$ cat src/rtl/sar_az_pkg.sv
package sar_az_pkg;
  typedef enum logic [2:0] {
    ST_IDLE     = 3'd0,
    ST_CONV1    = 3'd1,
    ST_LOAD_AZ  = 3'd2,
    ST_CONV2    = 3'd3,
    ST_SUBTRACT = 3'd4,
    ST_DONE     = 3'd5
  } sar_state_e;
endpackage

$ cat src/rtl/sar_bit_engine.sv
module sar_bit_engine #(
  parameter int W = 10
) (
  input  logic         clk,
  input  logic         rst,
  input  logic         abort_i,
  input  logic         go_i,
  input  logic         cmp_i,
  output logic [W-1:0] trial_o,
  output logic         fin_o
);
  localparam int IW = (W > 1) ? $clog2(W) : 1;

  logic [W-1:0]  trial_q;
  logic [IW-1:0] idx_q;
  logic          active_q;
  logic          fin_q;

  always_ff @(posedge clk) begin
    if (rst || abort_i) begin
      trial_q  <= '0;
      idx_q    <= '0;
      active_q <= 1'b0;
      fin_q    <= 1'b0;
    end else begin
      fin_q <= 1'b0;
      if (go_i) begin
        trial_q  <= W'(1) << (W - 1);
        idx_q    <= IW'(W - 1);
        active_q <= 1'b1;
      end else if (active_q) begin
        if (!cmp_i) trial_q[idx_q] <= 1'b0;
        if (idx_q == '0) begin
          active_q <= 1'b0;
          fin_q    <= 1'b1;
        end else begin
          trial_q[idx_q - 1'b1] <= 1'b1;
          idx_q <= idx_q - 1'b1;
        end
      end
    end
  end

  assign trial_o = trial_q;
  assign fin_o   = fin_q;

  // the finish flag is a single-cycle event
  p_fin_single_r3: assert property (@(posedge clk) disable iff (rst || abort_i)
    fin_q |=> !fin_q);

  // the first trial of a conversion is the MSB alone
  p_trial_msb_r3: assert property (@(posedge clk) disable iff (rst || abort_i)
    go_i |=> (trial_q == (W'(1) << (W - 1))));
endmodule

$ cat src/rtl/az_offset_sub.sv
module az_offset_sub #(
  parameter int W = 10
) (
  input  logic [W:0]   dbl_i,
  input  logic [W-1:0] oc2_i,
  output logic [W-1:0] res_o
);
  localparam int SW = W + 2;

  logic [SW-1:0] lhs;
  logic [SW-1:0] rhs;
  logic [SW-1:0] diff;

  assign lhs  = {1'b0, dbl_i};
  assign rhs  = {2'b00, oc2_i};
  assign diff = lhs - rhs;

  always_comb begin
    if (diff[SW-1])               res_o = '0;
    else if (diff[SW-2:W] != '0)  res_o = '1;
    else                          res_o = diff[W-1:0];
  end
endmodule

$ cat src/rtl/stall_watchdog.sv
module stall_watchdog #(
  parameter int LIMIT = 64
) (
  input  logic clk,
  input  logic rst,
  input  logic reload_i,
  output logic trip_o
);
  localparam int CW = $clog2(LIMIT + 1);

  logic [CW-1:0] cnt_q;

  assign trip_o = (cnt_q == CW'(LIMIT - 1));

  always_ff @(posedge clk) begin
    if (rst || reload_i || trip_o) cnt_q <= '0;
    else                           cnt_q <= cnt_q + 1'b1;
  end

  // the stall counter never passes its limit
  p_wd_bound_r9: assert property (@(posedge clk) disable iff (rst)
    cnt_q < CW'(LIMIT));
endmodule

$ cat src/rtl/az_sar_ctrl.sv
module az_sar_ctrl
  import sar_az_pkg::*;
#(
  parameter int DATA_W    = 10,
  parameter int WD_LIMIT  = 64,
  parameter int AZ_SETTLE = 1
) (
  input  logic              clk,
  input  logic              rst,
  input  logic              start_i,
  input  logic              az_en_i,
  input  logic              cmp_i,
  output logic [DATA_W-1:0] trial_code_o,
  output logic [DATA_W-1:0] azdac_code_o,
  output logic              src_sel_o,
  output logic              busy_o,
  output logic              done_o,
  output logic [DATA_W-1:0] code_o
);
  localparam int STW = (AZ_SETTLE > 1) ? $clog2(AZ_SETTLE) : 1;

  sar_state_e        state_q, state_d;
  logic              go_q, go_d;
  logic              az_q;
  logic [DATA_W:0]   dbl_q;
  logic [DATA_W-1:0] azdac_q;
  logic              src_q;
  logic [DATA_W-1:0] sat_q;
  logic [DATA_W-1:0] code_q;
  logic              done_q;
  logic [STW-1:0]    settle_q;

  logic [DATA_W-1:0] eng_trial;
  logic              eng_fin;
  logic [DATA_W-1:0] sub_res;
  logic              wd_trip;
  logic              wd_reload;

  sar_bit_engine #(.W(DATA_W)) u_eng (
    .clk     (clk),
    .rst     (rst),
    .abort_i (wd_trip),
    .go_i    (go_q),
    .cmp_i   (cmp_i),
    .trial_o (eng_trial),
    .fin_o   (eng_fin)
  );

  az_offset_sub #(.W(DATA_W)) u_sub (
    .dbl_i (dbl_q),
    .oc2_i (eng_trial),
    .res_o (sub_res)
  );

  assign wd_reload = (state_q == ST_IDLE) || (state_d != state_q);

  stall_watchdog #(.LIMIT(WD_LIMIT)) u_wd (
    .clk      (clk),
    .rst      (rst),
    .reload_i (wd_reload),
    .trip_o   (wd_trip)
  );

  always_comb begin
    state_d = state_q;
    go_d    = 1'b0;
    unique case (state_q)
      ST_IDLE:     if (start_i) begin state_d = ST_CONV1; go_d = 1'b1; end
      ST_CONV1:    if (eng_fin) state_d = az_q ? ST_LOAD_AZ : ST_DONE;
      ST_LOAD_AZ:  if (settle_q == STW'(AZ_SETTLE - 1)) begin
                     state_d = ST_CONV2;
                     go_d    = 1'b1;
                   end
      ST_CONV2:    if (eng_fin) state_d = ST_SUBTRACT;
      ST_SUBTRACT: state_d = ST_DONE;
      ST_DONE:     state_d = ST_IDLE;
      default:     state_d = ST_IDLE;
    endcase
    if (wd_trip) begin
      state_d = ST_IDLE;
      go_d    = 1'b0;
    end
  end

  always_ff @(posedge clk) begin
    if (rst) begin
      state_q  <= ST_IDLE;
      go_q     <= 1'b0;
      az_q     <= 1'b0;
      dbl_q    <= '0;
      azdac_q  <= '0;
      src_q    <= 1'b0;
      sat_q    <= '0;
      code_q   <= '0;
      done_q   <= 1'b0;
      settle_q <= '0;
    end else begin
      state_q  <= state_d;
      go_q     <= go_d;
      done_q   <= (state_d == ST_DONE);
      src_q    <= (state_d == ST_LOAD_AZ) || (state_d == ST_CONV2);
      settle_q <= (state_q == ST_LOAD_AZ) ? settle_q + 1'b1 : '0;
      if (state_q == ST_IDLE && start_i) az_q <= az_en_i;
      if (!wd_trip) begin
        if (state_q == ST_CONV1 && eng_fin) begin
          dbl_q   <= {eng_trial, 1'b0};
          azdac_q <= eng_trial;
          if (!az_q) code_q <= eng_trial;
        end
        if (state_q == ST_CONV2 && eng_fin) sat_q  <= sub_res;
        if (state_q == ST_SUBTRACT)         code_q <= sat_q;
      end
    end
  end

  assign trial_code_o = eng_trial;
  assign azdac_code_o = azdac_q;
  assign src_sel_o    = src_q;
  assign busy_o       = (state_q != ST_IDLE);
  assign done_o       = done_q;
  assign code_o       = code_q;

  // completion pulse lasts one cycle
  p_done_pulse_r8: assert property (@(posedge clk) disable iff (rst)
    done_q |=> !done_q);

  // the result only moves together with the completion pulse
  p_code_hold_r8: assert property (@(posedge clk) disable iff (rst)
    !done_q |-> $stable(code_q));

  // second conversion sees the autozero DAC, whose code is frozen
  p_src_conv2_r4: assert property (@(posedge clk) disable iff (rst)
    (state_q == ST_CONV2) |-> (src_q && $stable(azdac_q)));

  // first conversion always reads the external input
  p_src_conv1_r2: assert property (@(posedge clk) disable iff (rst)
    (state_q == ST_CONV1) |-> !src_q);

  // a start during the first conversion does not disturb it
  p_ignore_start_r7: assert property (@(posedge clk) disable iff (rst)
    (state_q == ST_CONV1 && start_i && !eng_fin && !wd_trip) |=> (state_q == ST_CONV1));
endmodule

$ cat config.mk
export PLATFORM = sky130hd
export DESIGN_NAME = az_sar_ctrl
export DESIGN_NICKNAME = d
export VERILOG_FILES = /design/src/rtl/sar_az_pkg.sv /design/src/rtl/sar_bit_engine.sv /design/src/rtl/az_offset_sub.sv /design/src/rtl/stall_watchdog.sv /design/src/rtl/az_sar_ctrl.sv
export SDC_FILE = /design/constraint.sdc
export NUM_CORES = 1
export LEC_CHECK = 0
export ABC_AREA = 1
export CORE_MARGIN = 10
export CORE_UTILIZATION = 64
export DETAILED_ROUTE_END_ITERATION = 7
export DONT_BUFFER_PORTS = 1
export PLACE_DENSITY = 0.89
export SETUP_SLACK_MARGIN = 0.02
export SYNTH_ARGS = -nofsm -noshare
export SYNTH_HDL_FRONTEND = slang
export SYNTH_HIERARCHICAL = 1
export SYNTH_SLANG_ARGS = --single-unit
$ cat constraint.sdc
create_clock -name clk -period 3.3 [get_ports clk]
set_clock_uncertainty 0.2 [all_clocks]
set_input_delay 0.165 -clock clk [delete_from_list [all_inputs] [get_ports clk]]
set_output_delay 0.165 -clock clk [all_outputs]
set_load 0.005 [all_outputs]
# == Word-level counts from Yosys, hierarchy flattened ==
# Cells that the tools add are included.
# word_totals
register_bits,61
latch_bits,0
mem_bits_rw,0
rom_bits,0
out_inout_bits,33
word_cells,99
n_memories,0
# classes
add_sub_neg,4
multipliers,0
div,0
magnitude_cmp,4
n_eq_ne,11
shifts,0
n_mux,33
n_bitwise,7
reduce_logical,24
# ops
cell,n
$mux W10,12
$mux W3,6
$pmux W3 S5,1
$eq A3 B2 Y1 const B,4
$mux W4,3
$sub A11 B10 Y12,1
$and A10 B10 Y10,1
$lt A4 B5 Y1 const B,2
$not A10 Y10,1
$or A10 B10 Y10,1
$demux W1 S4,2
$ge A4 B1 Y1 const B,2
$mux W1,8
$reduce_and A2 Y1,4
$add A7 B1 Y7 const B,1
$eq A7 B6 Y1 const B,1
$eq A3 B3 Y1 const B,2
$reduce_or A2 Y1,3
$logic_and A1 B1 Y1,5
$logic_or A1 B1 Y1,5
$logic_not A4 Y1,1
$not A1 Y1,4
$reduce_bool A2 Y1,2
$sub A4 B1 Y4 const B,1
10 further kinds,10

# == Logic depth before layout (Yosys ltp) ==
# Gate-level depths: netlist (run 1).
# logic_depth
word_depth,14
mapped_depth,15
ltp_nobuf,15

# == Cells and area by module ==
# The synthesis (run 1) kept the hierarchy.
# modules_own_cells
mod,n_inst,cells_per_inst,area_per_inst_um2,seq_area_each_um2
az_sar_ctrl,1,226,1607.8,760.7
sar_bit_engine,1,127,870.8,320.3
az_offset_sub,1,143,710.7,0.0
stall_watchdog,1,38,302.8,140.1

# == Worst setup path after synthesis (run 1) ==
# Ideal clock, no wire load.
# synth_path
path_type,reg2reg
start,reg u_wd.cnt_q[0]
end,reg u_wd.cnt_q[4]
arrival_ns,2.200
setup_slack_ns,0.830
stages_incl_launch_ff,12
n_path_buf,0
period_less_slack_ns,2.470
cell_sequence,dfxtp_1 ha_1 nand2_1 nor4_1 inv_2 nand2_1 nand2_1 a21oi_1 nand3_1 nor2_1 o21ai_2 a21oi_1
# synth_via
elab_chain_cells,6
elab_cells_between_ends,7
# synth_rtl
item,line_no,text
from (decl),stall_watchdog.sv:11,logic [CW-1:0] cnt_q;
from (signal assigned),stall_watchdog.sv:17,else cnt_q <= cnt_q + 1'b1;
$eq A7 B6 Y1,stall_watchdog.sv:13,assign trip_o = (cnt_q == CW'(LIMIT - 1));
via wd_trip,az_sar_ctrl.sv:36,logic wd_trip;
$mux W3,az_sar_ctrl.sv:79,if (wd_trip) begin
$ne A3 B3 Y1,az_sar_ctrl.sv:55,assign wd_reload = (state_q == ST_IDLE) || (state_d != state_q);
$logic_or A1 B1 Y1,az_sar_ctrl.sv:55,
via wd_reload,az_sar_ctrl.sv:37,logic wd_reload;
$logic_or A1 B1 Y1 (2 in series),stall_watchdog.sv:16,if (rst || reload_i || trip_o) cnt_q <= '0;
# The timed path passes the listed nets, and every way through them passes these cells.
# A chain may end at the register's enable or synchronous reset.

# == Worst setup path after layout (run 1) ==
# layout_path
start,"reg u_eng.trial_q[2], in the netlist u_eng/trial_o[2]"
end,reg sat_q[2]
# layout_via
elab_chain_cells,3
# layout_rtl
item,line_no,text
from (decl),sar_bit_engine.sv:14,logic [W-1:0] trial_q;
from (signal assigned),sar_bit_engine.sv:28,trial_q <= W'(1) << (W - 1);
$sub A11 B10 Y12 *,az_offset_sub.sv:16,assign diff = lhs - rhs;
$mux W10,az_offset_sub.sv:20,else if (diff[SW-2:W] != '0) res_o = '1;
$mux W10 *,az_offset_sub.sv:19,if (diff[SW-1]) res_o = '0;
via sub_res[2],az_sar_ctrl.sv:35,logic [DATA_W-1:0] sub_res;
to (signal assigned),az_sar_ctrl.sv:110,if (state_q == ST_CONV2 && eng_fin) sat_q <= sub_res;
to (decl),az_sar_ctrl.sv:28,logic [DATA_W-1:0] sat_q;
# Mark *: on every way through the listed nets, which the timed path passes. The rest lies on a longest branch.

==> reports/results.txt, run 1 <==
status -> finished clean
Rows -> 26
Least-Margin Pin Slew -> 0.8171 ns
TritonCTS clock tree -> built
P per Cell Area -> 444.3 nW/um^2
Critical Path, Cell by Cell -> inv_1 -> ha_1 -> nand2_1 -> nand3_1 -> nand2_1 -> nand2_1 -> a21oi_2 -> inv_1 -> nand2_1 -> inv_1 -> o21ai_0 -> a21oi_1
largest cells by area after synthesis -> dfxtp_1 35%, nand2_1 14%, inv_1 8.6%
core area -> 5205 um^2
gpl congestion -> 0.9229
synthesized flop and latch total -> 61
WP data required -> 3.30 ns
leakage -> 1.712 nW
Cells after Synth -> 534
DRC -> 0
drt initial violations -> 275
Area Overhead vs Synth -> 8.241%
Reg-to-Reg Start -> u_eng/trial_o[2]$_SDFFE_PP0P_
vias per inst -> 5.518
CP arrival -> 2.50 ns
DP Wirelength -> 6408 um
post-synth net total -> 557
Die W -> 93.87 um
DR pass1 iterations -> 6
dominant cell type by area after synthesis -> dfxtp_1
overall routed net length -> 8741 um
slowest cell delay on critical path -> 0.49 ns
count of final max-slew check failures -> 0
Bufs on Longest Clock Path -> 2
family with the most delay on the worst path -> simple AND/OR/NAND/NOR gates
hold crit path type -> in -> reg
via count -> 3,366
Final period util -> 0.7576
cell area after synthesis -> 3492 um^2
all-layer global routing usage -> 0.2043
top cell type's share of synthesized area -> 0.3497
clock sinks -> 61
clock transition at the registers of the reported paths -> 0.06 ns
boundary pin count -> 38
startpoint types -> flip-flop
die area -> 8811 um^2
setup TNS -> 0 ns
Hold Fails Final Rpt -> 0
post-DR wirelength/cell -> 14.33 um
largest net degree at the start of global routing -> 24
Min-Delay Endpoint -> u_eng/trial_o[0]$_SDFFE_PP0P_
initial antenna violation count -> 0
Hold Path Stages -> 6
global-route wire length before repair -> 14,680 um
critical path type -> reg -> reg
Clock Root Buffer -> clkbuf_8
Initial Util -> 0.6709
reg2reg path depth -> 12
FILL cells -> 434
H-Tree Depth -> 3
fraction of layout cells with a size suffix above 1 -> 0.05741
ANT cells -> 0
setup bufs post-CTS -> 0
vias in the first global route -> 3,174
nets -> 559
Worst slew margin -> 0.4535
I/O Buffers -> 0
FF-to-FF setup slack -> 0.80 ns
crit-path max FO -> 7
Max-cap violations -> 0
total congestion overflow -> 0
reg2reg end -> sat_q[2]$_SDFFE_PP0P_
Final setup viols -> 0
Die H -> 93.87 um
DP Cell Count -> 591
Worst setup EP type -> flip-flop
CP max stage cell -> dfxtp_1
CTS buffer count -> 9
Skew-Pair Late Insertion Delay -> 0.33 ns
Peak supply drop -> 0.3335 mV
hold_sp -> cmp_i
minimum clock period -> 2.500 ns
worst path bufs/invs -> 3
share of the yosys chip area belonging to registers -> 0.3497
Avg Inst Size Synth -> 6.540 um^2
Yosys cell types -> 36
Crit path top cell by count -> nand2_1
Finished Layout Cells -> 610
RSZ-0062 raised after global routing -> no
Fmax achieved -> 400.0 MHz
DRT antenna net count -> 0
Synth warnings -> 6
[power breakdown]
group	total (mW)	internal, mW	switching [mW]	leakage, nW
clock	0.773	0.495	0.278	0.116
combinational	0.140	0.0431	0.0971	1.10
sequential	0.766	0.749	0.0175	0.493
[stage by stage]
step                setup slack, ns  hold WS (ns)  total power, mW  instance area [um^2]  utilization
global placement             0.9472       0.04080           0.9062                  3512       0.6748
finish                       0.8000       0.03137            1.679                  3780       0.7262
global route                 0.6207       0.04837            1.743                  3780       0.7262
CTS                          0.8513      0.008871            1.686                  3780       0.7262
floorplan                    0.8300        0.1297           0.8875                  3492            -
detailed placement           0.8799       0.04290           0.9103                  3512       0.6748
[flip-flops by register name (all words and copies together) (netlist names)]
name	flops
az_q	1
azdac_code_o	10
code_o	10
done_o	1
go_q	1
sat_q	10
settle_q	1
src_sel_o	1
state_q	3
u_eng/active_q	1
u_eng/fin_o	1
u_eng/idx_q	4
u_eng/trial_o	10
u_wd/cnt_q	7
[kinds of logic after synthesis]
group           count (synthesis)  share of synthesized area
buf+inv                        96                     0.1096
compound gates                 87                     0.1394
other cells                     1                   0.001074
simple gates                  264                     0.3160
fa+ha+maj                      18                    0.06664
flops                          61                     0.3497
xor+xnor                        7                    0.01756
[metal layers]
metal | GRT usage | part of all wire | up-vias
li1 | - | - | 1687
met1 | 0.2293 | 0.41 | 1508
met2 | 0.3520 | 0.49 | 144
met3 | 0.05995 | 0.080 | 27
met4 | 0.08481 | 0.021 | 0
met5 | 0 | 0 | -
[cells in the final DEF (no fill, tap or decap), drive strengths merged]
cell,n
nand2,132
inv,82
nor2,82
dfxtp,61
a21oi,43
nand3,37
o21ai,35
ha,17
clkbuf,10
xnor2,5
nor3,4
dlygate4sd3,4
a31oi,4
nand4,4
bufinv,3
nand3b,3
clkinv,2
xor2,2
buf,1
o21a,1
o31ai,1
a211oi,1
a21boi,1
conb,1
fa,1
nor4,1
o21bai,1
or2,1
[worst reg2reg max path: stages (launching register included)]
cell	delay (ns)
dfxtp_1	0.49
inv_1	0.10
ha_1	0.38
nand2_1	0.12
nand3_1	0.15
nand2_1	0.11
nand2_1	0.08
a21oi_2	0.21
inv_1	0.15
nand2_1	0.12
inv_1	0.05
o21ai_0	0.15
a21oi_1	0.06
[layout make-up]
type	count	area (um^2)	area share
multi-input combinational	377	1888	0.4995
sequential	61	1221	0.3231
inverter	82	307.8	0.08143
clock buffer	10	127.6	0.03376
clock inverter	5	100.1	0.02648
tap	70	87.58	0.02317
timing repair buffer	5	47.55	0.01258
[cell usage after synthesis]
cell and instances:
nand2_1 128, inv_1 80, nor2_1 78, dfxtp_1 61, a21oi_1 39, nand3_1 36, o21ai_0 23, ha_1 17
o21ai_1 11, clkbuf_1 8, xnor2_1 5, a31oi_1 4, nand2_2 4, nand4_1 4, nor3_1 4, buf_2 3
nand3b_1 3, a21oi_2 2, a21oi_4 2, buf_6 2, inv_2 2, nor2_2 2, nor2_4 2, xor2_1 2
a211oi_1 1, a21boi_0 1, buf_4 1, conb_1 1, fa_1 1, nand3_2 1, nor4_1 1, o21a_1 1
o21ai_2 1, o21bai_1 1, o31ai_1 1, or2_0 1
[worst max path at each step]
stage               slack, ns                       end  cells after the start                          start
CTS                      0.85     sat_q[2]$_SDFFE_PP0P_                     12  u_eng/trial_o[2]$_SDFFE_PP0P_
finish                   0.80     sat_q[2]$_SDFFE_PP0P_                     12  u_eng/trial_o[2]$_SDFFE_PP0P_
floorplan                0.83  u_wd/cnt_q[4]$_SDFF_PP0_                     11       u_wd/cnt_q[0]$_SDFF_PP0_
global route             0.62     sat_q[1]$_SDFFE_PP0P_                     12  u_eng/trial_o[2]$_SDFFE_PP0P_
global placement         0.95     sat_q[5]$_SDFFE_PP0P_                     12  u_eng/trial_o[2]$_SDFFE_PP0P_
detailed placement       0.88     sat_q[2]$_SDFFE_PP0P_                     12  u_eng/trial_o[2]$_SDFFE_PP0P_
[repair_timing]
action / 4_1_cts / 5_1_grt
resized for setup: 0 / 0
endpoints found under the hold margin: 31 / 0
hold buffers: 4 / 0
(Power assumes the default switching activity.)
==> inputs of run 2 (changes only) <==
==> constraint.sdc (replaced) <==
create_clock -name clk -period 2.5 [get_ports clk]
set_clock_uncertainty 0.2 [all_clocks]
set_input_delay 0.125 -clock clk [delete_from_list [all_inputs] [get_ports clk]]
set_output_delay 0.125 -clock clk [all_outputs]
set_load 0.005 [all_outputs]
==> reports/results.txt, run 2 (synthesis gave the netlist of run 1 again) <==
status -> finished clean
Hold Path Stages -> 3
Final setup viols -> 0
DP Wirelength -> 6357 um
most frequent cells in the layout -> 128 x nand2_1, 80 x inv_1, 78 x nor2_1
vias in the first global route -> 3,244
Least-Margin Pin Slew -> 0.7315 ns
Bufs on Longest Clock Path -> 2
total congestion overflow -> 0
minimum clock period -> 2.318 ns
gpl congestion -> 0.9450
FILL cells -> 422
drt initial violations -> 261
P per Cell Area -> 539.2 nW/um^2
leakage -> 1.756 nW
initial antenna violation count -> 0
count of final max-slew check failures -> 0
via count -> 3,424
setup TNS -> 0 ns
Final Worst Setup Slack -> 0.1820 ns
Hold Fails Final Rpt -> 0
startpoint types -> flip-flop
vias per inst -> 5.496
hold_sp -> rst
WP data required -> 2.58 ns
CTS buffer count -> 9
Pwr Total -> 2.079 mW
Die W -> 93.87 um
DRT antenna net count -> 0
TritonCTS clock tree -> built
crit-path max FO -> 7
Die H -> 93.87 um
hold crit path type -> in -> reg
reg2reg end -> u_wd/cnt_q[4]$_SDFF_PP0_
Worst slew margin -> 0.5107
DRC -> 0
pre-CTS setup slack -> 0.1725 ns
clock sinks -> 61
post-DR wirelength/cell -> 14.13 um
Peak supply drop -> 0.3550 mV
fraction of layout cells with a size suffix above 1 -> 0.08680
commonest non-fill, non-tap cell in the layout -> nand2_1
critical path type -> reg -> reg
boundary pin count -> 38
Fmax achieved -> 431.4 MHz
Skew-Pair Late Insertion Delay -> 0.34 ns
CP arrival -> 2.40 ns
Final period util -> 0.9272
Initial Util -> 0.6709
Rows -> 26
Reg-to-Reg Start -> u_wd/cnt_q[0]$_SDFF_PP0_
overall routed net length -> 8806 um
die area -> 8811 um^2
ANT cells -> 0
all-layer global routing usage -> 0.2070
RSZ-0062 raised after global routing -> no
FF-to-FF setup slack -> 0.18 ns
nets -> 571
core area -> 5205 um^2
DR pass1 iterations -> 5
Worst setup EP type -> flip-flop
H-Tree Depth -> 3
largest net degree at the start of global routing -> 22
fin util -> 0.7409
reg2reg path depth -> 11
Min-Delay Endpoint -> code_o[8]$_SDFFE_PP0P_
Clock Root Buffer -> clkbuf_8
clock transition at the registers of the reported paths -> 0.08 ns
I/O Buffers -> 0
Area Overhead vs Synth -> 10.43%
global-route wire length before repair -> 14,760 um
Max-cap violations -> 0
## run 2: changes by cell type in the layout (fill, tap and decap cells not counted), sizes merged
cell | before | now
buf | 1 | 13
inv | 82 | 83
bufinv | 3 | 1
clkinvlp | 0 | 2
clkinv | 2 | 3
clkbuf | 10 | 9
## run 2: power breakdown
group	total [mW]	internal, mW	switching, mW
Clock	0.885	0.464	0.421
Sequential	1.01	0.987	0.0201
Combinational	0.187	0.0586	0.128
Total	2.08	1.51	0.569
## run 2: metrics by stage
step                cells  hold slack (ns)  area, um^2
floorplan             534          0.08972        3492
global placement      603         0.002459        3602
detailed placement    603         0.003461        3602
CTS                   623          0.02573        3841
global route          623          0.08101        3856
finish                623          0.04294        3856
## run 2: area by class of cell
| cell class | count | area [um^2] | area share |
|---|---|---|---|
| clock inverter | 7 | 75.07 | 0.01947 |
| multi-input combinational | 377 | 1903 | 0.4935 |
| inverter | 82 | 307.8 | 0.07982 |
| sequential | 61 | 1221 | 0.3167 |
| clock buffer | 9 | 123.9 | 0.03212 |
| timing repair buffer | 17 | 137.6 | 0.03569 |
| tap | 70 | 87.58 | 0.02271 |
## run 2: how the worst max path moves through the flow
stage / startpoint / end / slack (ns) / cells after the start
after detailed placement: u_wd/cnt_q[0]$_SDFF_PP0_ / u_wd/cnt_q[4]$_SDFF_PP0_ / 0.17 / 11
after CTS: u_wd/cnt_q[0]$_SDFF_PP0_ / u_wd/cnt_q[4]$_SDFF_PP0_ / 0.07 / 11
after floorplan: u_wd/cnt_q[0]$_SDFF_PP0_ / u_wd/cnt_q[4]$_SDFF_PP0_ / 0.03 / 11
after global placement: u_wd/cnt_q[0]$_SDFF_PP0_ / u_wd/cnt_q[4]$_SDFF_PP0_ / 0.33 / 11
final: u_wd/cnt_q[0]$_SDFF_PP0_ / u_wd/cnt_q[4]$_SDFF_PP0_ / 0.18 / 11
after global routing: u_wd/cnt_q[0]$_SDFF_PP0_ / u_wd/cnt_q[4]$_SDFF_PP0_ / 0.006 / 11
## run 2: per-layer routing
layer | wire [um] | GRT usage | up-vias | share of wire
met5 | 0 | 0 | - | 0
met1 | 3469 | 0.2284 | 1541 | 0.39
met4 | 312 | 0.1101 | 0 | 0.035
li1 | - | - | 1712 | -
met2 | 4239 | 0.3514 | 142 | 0.48
met3 | 783 | 0.05915 | 29 | 0.089
## run 2: timing repair
item,4_1_cts,5_1_grt
setup endpoints to repair,0,27
setup buffers,0,0
gates resized for setup,0,3
endpoints found under the hold margin,37,0
hold buffers,4,0
## run 2: critical path, cell delays in order, from the launching register on
cell and delay (ns):
dfxtp_1 0.37, ha_1 0.23, nand2_1 0.10, nor4_2 0.36, inv_2 0.14, nand2_1 0.13
nand2_1 0.06, a21oi_1 0.12, nand3_1 0.09, nor2_1 0.18, o21ai_2 0.13, a21oi_1 0.14
